--- src/rtl/flash_row_erase_ctl.sv ---
module flash_row_erase_ctl #(
  parameter int ROW_WORDS    = 32,
  parameter int ERASE_CYCLES = 32000
) (
  input  logic        clk,
  input  logic        rst_n,
  input  logic        reg_wr,
  input  logic [1:0]  reg_addr,
  input  logic [7:0]  reg_wdata,
  output logic [7:0]  reg_rdata,
  output logic        fl_erase_req,
  output logic [15:0] fl_row_addr,
  input  logic        fl_busy,
  output logic        cpu_nop,
  output logic        cpu_stall,
  output logic        periph_en
);
  localparam int CNT_W = $clog2(ERASE_CYCLES + 1);
  localparam logic [CNT_W-1:0] LAST = CNT_W'(ERASE_CYCLES - 1);
  localparam logic [15:0] ROW_MASK = ~16'(ROW_WORDS - 1);

  typedef enum logic [1:0] {IDLE, SETUP, ERASE} state_t;

  state_t st;
  logic [CNT_W-1:0] cnt;
  logic [15:0] addr, row;
  logic wren, esel, cfg;
  logic [1:0] ulk;

  wire idle  = (st == IDLE);
  wire wr_ok = reg_wr && idle;
  wire go    = wr_ok && reg_addr == 2'd2 && ulk == 2'd2 &&
               reg_wdata[0] && reg_wdata[1] && reg_wdata[2] && !reg_wdata[3];

  always_ff @(posedge clk or negedge rst_n) begin
    if (!rst_n) begin
      addr <= '0;
      row <= '0;
      {cfg, esel, wren} <= '0;
      ulk <= '0;
      periph_en <= 1'b0;
    end else begin
      periph_en <= 1'b1;
      if (wr_ok) begin
        ulk <= 2'd0;
        case (reg_addr)
          2'd0: addr[7:0]  <= reg_wdata;
          2'd1: addr[15:8] <= reg_wdata;
          2'd2: {cfg, esel, wren} <= reg_wdata[3:1];
          default: begin
            if (reg_wdata == 8'h55) ulk <= 2'd1;
            else if (reg_wdata == 8'hAA && ulk == 2'd1) ulk <= 2'd2;
          end
        endcase
      end
      if (go) row <= addr & ROW_MASK;
    end
  end

  always_ff @(posedge clk or negedge rst_n) begin
    if (!rst_n) begin
      st <= IDLE;
      cnt <= '0;
    end else begin
      case (st)
        IDLE: if (go) begin
          st <= SETUP;
          cnt <= '0;
        end
        SETUP: begin
          if (cnt == CNT_W'(1)) begin
            st <= ERASE;
            cnt <= '0;
          end else cnt <= cnt + 1'b1;
        end
        ERASE: begin
          if (cnt == LAST) begin
            if (!fl_busy) st <= IDLE;
          end else cnt <= cnt + 1'b1;
        end
        default: st <= IDLE;
      endcase
    end
  end

  assign cpu_nop      = (st == SETUP);
  assign cpu_stall    = (st == ERASE);
  assign fl_erase_req = cpu_stall && cnt == '0;
  assign fl_row_addr  = row;

  always_comb begin
    case (reg_addr)
      2'd0:    reg_rdata = addr[7:0];
      2'd1:    reg_rdata = addr[15:8];
      2'd2:    reg_rdata = {4'b0, cfg, esel, wren, !idle};
      default: reg_rdata = 8'h00;
    endcase
  end
endmodule

--- config.mk ---
export PLATFORM = sky130hd
export DESIGN_NAME = flash_row_erase_ctl
export DESIGN_NICKNAME = d
export VERILOG_FILES = /design/src/rtl/flash_row_erase_ctl.sv
export SDC_FILE = /design/constraint.sdc
export NUM_CORES = 1
export LEC_CHECK = 0
export ABC_AREA = 1
export BUFFER_PORTS_ARGS = -buffer_cell sky130_fd_sc_hd__buf_4
export CELL_PAD_IN_SITES_DETAIL_PLACEMENT = 0
export CELL_PAD_IN_SITES_GLOBAL_PLACEMENT = 1
export CORE_ASPECT_RATIO = 1.4
export CORE_MARGIN = 2
export CORE_UTILIZATION = 43
export CTS_BUF_LIST = sky130_fd_sc_hd__clkbuf_4 sky130_fd_sc_hd__clkbuf_8
export DETAILED_ROUTE_END_ITERATION = 8
export MAX_ROUTING_LAYER = met4
export PLACE_DENSITY = 0.79
export SLEW_MARGIN = 10
export SYNTH_ARGS = -nofsm -noshare
export SYNTH_HDL_FRONTEND = slang
export SYNTH_SLANG_ARGS = --single-unit
--- constraint.sdc ---
create_clock -name clk -period 2.4 [get_ports clk]
set_clock_uncertainty 0.2 [all_clocks]
set_input_delay 0.12 -clock clk [delete_from_list [all_inputs] [get_ports clk]]
set_output_delay 0.12 -clock clk [all_outputs]
set_load 0.03 [all_outputs]
==> impl_metrics.ini, run 1 <==
[floorplan]
die_y_um = 98.5
num_io_pins = 42
dieArea_um2 = 7040
start_util = 0.442
die_x_um = 71.5
placementRows = 34
core_um2 = 6210

[setup_path]
regToRegStartpoint = st[0]
cp-start-kind = input pin
worstSetupPathType = in -> reg
cp.arrival_ps = 2380
crit_required_ps = 2440
critPathMaxFanout = 5
end_kind = flip-flop
r2r_cells = 7
crit_start = reg_wdata[2]
regToRegSetupSlack_ps = 190
rr_endpoint = ulk[0]

[clock_network]
htree_levels = 2
clock_latency_ps = 300
clock-sinks = 50
cts_buffers = 5
path_clk_slew_ps = 100
cts_tree = built
clock-root-buffer = clkbuf_8
cts.path.max_buffers = 2
cts_setup_buffers = 0

[power]
powerDensity_nw_per_um2 = 836
ir_drop_uv = 517
p_leak_nw = 1.72

[finish]
nFillCells = 619
antenna_cells = 0
drive_gt1_frac = 0.157
syn_to_final_growth_pct = 21.4
fin_cells = 479
final_common_cell = nand2_1
layout_common_cells = nand2_1, dfrtp_1, inv_1
fin_area_um2 = 3330
nets = 428

[global_routing]
grt.total_usage = 0.201
grt_pass1_vias = 2258
grt_pass1_wl_um = 10800
antenna_found_initial = 0
grt-ovfl-total = 0
grt_max_degree = 51

[synth]
netlist_area_um2 = 2740
synth_warnings = 0
avgSynthCellArea_um2 = 7.77
synth_cell_types = 27
ys_ff_latch = 50
ys_seq_area_frac = 0.456
syn-instance-count = 353

[hold_path]
hold_class = in -> reg
min_from = fl_busy
hold_path_end = st[1]
min_path_cells = 5

[sta]
fin_crit_sh = 0.973
slew-limit-headroom = 0.571
hold_viol_final = 0
setup_viol = 0
whs_ps = 42.7
finalMaxSlewViolations = 0
rsz0062_at_grt = no
worst_slew_pin_slew_ps = 644
max_freq_mhz = 428
period_minus_slack_ps = 2330
final.setup.tns_ps = 0
fin_ws_ps = 65.6

[routing]
drt-pass1-iter-count = 4
drt_wl_total_um = 6500
routedWlPerCell_um = 13.6
vias_per_cell = 4.89
drc = 0
drt-initial-drc-count = 94
vias = 2343
antenna_left = 0

[placement]
dp_slack_ps = 161
gp_congestion = 0.782
dp.cells = 458
dpl-instance-area_um2 = 3070
hpwl_um = 4700
portBuffers = 36

[run_status]
outcome = finished, final reports clean

[flow_run]
max_cap_violations = 0
-- worst max-delay path, stage by stage --
cell and delay, ps:
dlygate4sd3_1 530, buf_4 100, inv_1 90, nor2_2 180, nand4_1 110, dlygate4sd3_1 580
o22ai_1 110, dlygate4sd3_1 560
-- Yosys cell counts --
cell type	n	area, um2
buf_4	6	45.0
a21oi_1	1	5.00
buf_6	2	22.5
clkbuf_1	4	15.0
nand3_2	1	10.0
conb_1	2	7.51
nand4_2	1	12.5
nand3b_1	4	30.0
xor2_1	4	35.0
nor3_1	2	10.0
inv_1	45	169
nand3_4	1	17.5
inv_2	1	3.75
o221ai_1	2	17.5
o21ai_0	34	170
nand2_2	5	31.3
ha_1	8	100
xnor2_1	5	43.8
dfrtp_1	50	1250
nor4_1	3	18.8
nand4_1	4	25.0
nor2_1	28	105
nand3_1	22	110
nand2_1	108	405
o211ai_1	3	22.5
nor2_4	3	33.8
o22ai_1	4	25.0
-- per-stage QoR --
stage	total power, mW	utilization
2_1_floorplan	1.91	-
3_3_place_gp	2.17	0.495
3_5_place_dp	2.18	0.495
4_1_cts	2.81	0.534
5_1_grt	3.00	0.536
6_report	2.78	0.536
-- layout make-up --
cell class / instances / area (um2) / share of cell area
clock buffer: 5 / 68.8 / 0.0207
multi-input combinational: 249 / 1260 / 0.380
clock inverter: 3 / 43.8 / 0.0132
inverter: 46 / 173 / 0.0519
tap: 72 / 90.1 / 0.0271
timing repair buffer: 54 / 438 / 0.132
sequential: 50 / 1250 / 0.376
-- timing repair --
action                                  CTS  global route
endpoints found under the setup margin    0             9
resized for setup                         0             3
endpoints found under the hold margin    71             0
hold buffers                             13             0
-- worst max-delay path by stage --
| stage | endpoint | slack, ps | depth (start not counted) |
|---|---|---|---|
| 6_report | ulk[0] | 70 | 8 |
| 5_1_grt | ulk[0] | 10 | 8 |
| 4_1_cts | ulk[0] | 20 | 8 |
| 3_5_place_dp | cnt[1] | 160 | 6 |
| 3_3_place_gp | cnt[13] | 200 | 8 |
| 2_1_floorplan | fl_erase_req | 100 | 4 |
-- registers in the layout (all words and copies together), names as in the netlist --
signal       cells
esel             1
wren             1
st               2
periph_en        1
cnt             15
fl_row_addr     11
ulk              2
cfg              1
addr            16
-- report_power, final --
| group | switching, mW | internal (mW) |
|---|---|---|
| clock | 0.296 | 0.313 |
| combinational | 0.702 | 0.339 |
| sequential | 0.107 | 1.03 |
-- per-layer routing --
metal / part of all wire / vias to the layer above / global-route usage
met5: 0 / - / -
met4: 0.0046 / 0 / 0.0493
met3: 0.024 / 2 / 0.0317
met2: 0.54 / 35 / 0.356
met1: 0.43 / 1099 / 0.235
li1: - / 1207 / -
-- kinds of logic (layout without fill, tap and decap cells) --
kind of cell,after synthesis,count (layout),synth area share
compound gates,44,44,0.0876
xor+xnor,9,9,0.0287
fa+ha+maj,8,8,0.0365
buf+inv,58,108,0.0931
flops,50,50,0.456
other cells,2,6,0.00274
simple gates,182,182,0.295
No activity file was read; power rests on OpenSTA's default activity.
==> run 2, diff against run 1 <==
- MAX_ROUTING_LAYER: met4 -> not set
==> run 2 against run 1 <==
Net effect: global-route usage decreased by 0.55 points; first-iteration DRC count increased by 8.5%; final cell count unchanged; via count decreased by 0.68%; combinational power about the same; largest power group unchanged; sequential power about the same; non-clock buffer count unchanged; worst setup slack got worse by 5.7 ps; total power about the same; hold slack improved by 6.4 ps.
==> impl_metrics.ini, run 2 (same netlist as run 1, synthesis figures left out) <==
[run_status]
outcome = finished, final reports clean

[power]
p_seq_frac = 0.407
powerDensity_nw_per_um2 = 835
p_sw_mw = 1.10
sw_frac_of_total = 0.397
p_int_mw = 1.68
clockPowerShare = 0.219
p_leak_nw = 1.72
comb_power_share = 0.374
ir_drop_uv = 517

[finish]
nets = 428
nFillCells = 619
syn_to_final_growth_pct = 21.4
multiInputGateArea_um2 = 1260
antenna_cells = 0
top_register = addr
final_common_cell = nand2_1
seq_area_um2 = 1250
drive_gt1_frac = 0.157
layout_common_cells = nand2_1, dfrtp_1, inv_1
fin_cells = 479
largest_reg_flops = 16

[sta]
fin_crit_sh = 0.975
rsz0062_at_grt = no
slew-limit-headroom = 0.566
final.setup.tns_ps = 0
finalMaxSlewViolations = 0
period_minus_slack_ps = 2340
hold_viol_final = 0
setup_viol = 0
max_freq_mhz = 427
worst_slew_pin_slew_ps = 652

[routing]
drt-pass1-iter-count = 4
drt_wl_total_um = 6500
vias_per_cell = 4.86
antenna_left = 0
drt-initial-drc-count = 102
drc = 0
routedWlPerCell_um = 13.6
vias = 2327

[clock_network]
cts_buffers = 5
htree_levels = 2
cts_setup_buffers = 0
clock_latency_ps = 300
path_clk_slew_ps = 100
cts.path.max_buffers = 2
clock-sinks = 50
clock-root-buffer = clkbuf_8
cts_tree = built

[placement]
dp.cells = 458
gp_congestion = 0.772
hpwl_um = 4700
portBuffers = 36

[floorplan]
dieArea_um2 = 7040
core_um2 = 6210
die_y_um = 98.5
placementRows = 34
num_io_pins = 42
die_x_um = 71.5
start_util = 0.442

[global_routing]
grt_pass1_vias = 2263
antenna_found_initial = 0
grt_max_degree = 51
grt-ovfl-total = 0
grt_pass1_wl_um = 10800
grt.total_usage = 0.195

[setup_path]
crit_required_ps = 2440
critPathMaxFanout = 5
end_kind = flip-flop
cp-start-kind = input pin
r2r_cells = 7
worstSetupPathType = in -> reg
cp.arrival_ps = 2380

[hold_path]
min_path_cells = 5
hold_class = in -> reg

[flow_run]
max_cap_violations = 0
-- run 2: cell counts in the layout (fill, tap and decap cells not counted) --
No cell type changed its count.
-- run 2: critical path, stage by stage --
cell	delay, ps
dlygate4sd3_1	530
buf_4	100
inv_1	90
nor2_2	190
nand4_1	110
dlygate4sd3_1	580
o22ai_1	110
dlygate4sd3_1	560
-- run 2: what timing repair did --
action | CTS | global route
hold buffers | 13 | 0
endpoints found under the hold margin | 71 | 0
resized for setup | 0 | 3
setup endpoints to repair | 0 | 12
-- run 2: metrics by stage --
| step | setup slack (ps) | hold slack [ps] | util | instance area, um2 | power (mW) |
|---|---|---|---|---|---|
| global placement | 203 | -8.70 | 0.495 | 3070 | 2.17 |
| detailed placement | 161 | -9.45 | 0.495 | 3070 | 2.18 |
| floorplan | 100 | -376 | - | 2760 | 1.91 |
| global route | 10.3 | 101 | 0.536 | 3330 | 3.00 |
| CTS | 17.3 | 39.2 | 0.534 | 3320 | 2.81 |
| finish | 59.9 | 49.1 | 0.536 | 3330 | 2.78 |
-- run 2: routing by layer --
layer | vias up | global-route usage | share of wire
met5 | - | 0 | 0
met4 | 0 | 0.0493 | 0.0052
met3 | 2 | 0.0348 | 0.030
met2 | 36 | 0.356 | 0.55
met1 | 1084 | 0.233 | 0.41
li1 | 1205 | - | -
-- run 2: area by class of cell --
cell class	count	share of cell area
multi-input cells	249	0.380
flip-flops and latches	50	0.376
repair buffers	54	0.132
inverters	46	0.0519
well taps	72	0.0271
clock buffers	5	0.0207
clock inverters	3	0.0132
-- run 2: power by group through the flow --
stage	sequential [mW]	clock [mW]	combinational, mW
floorplan	1.12	0	0.782
global route	1.15	0.671	1.17
CTS	1.13	0.630	1.05
finish	1.13	0.609	1.04
global placement	1.14	0	1.03
detailed placement	1.15	0	1.03
-- run 2: path summary, 6_finish.rpt --
kind	startpoint	slack, ps	to
setup / recovery	reg_wdata[2]	60	ulk[0]
hold / removal	fl_busy	50	st[1]
setup reg to reg	st[0]	180	ulk[0]
hold reg to reg	cfg	290	cfg
max in group asynchronous	rst_n	1380	addr[6]
min in group asynchronous	rst_n	160	cnt[5]
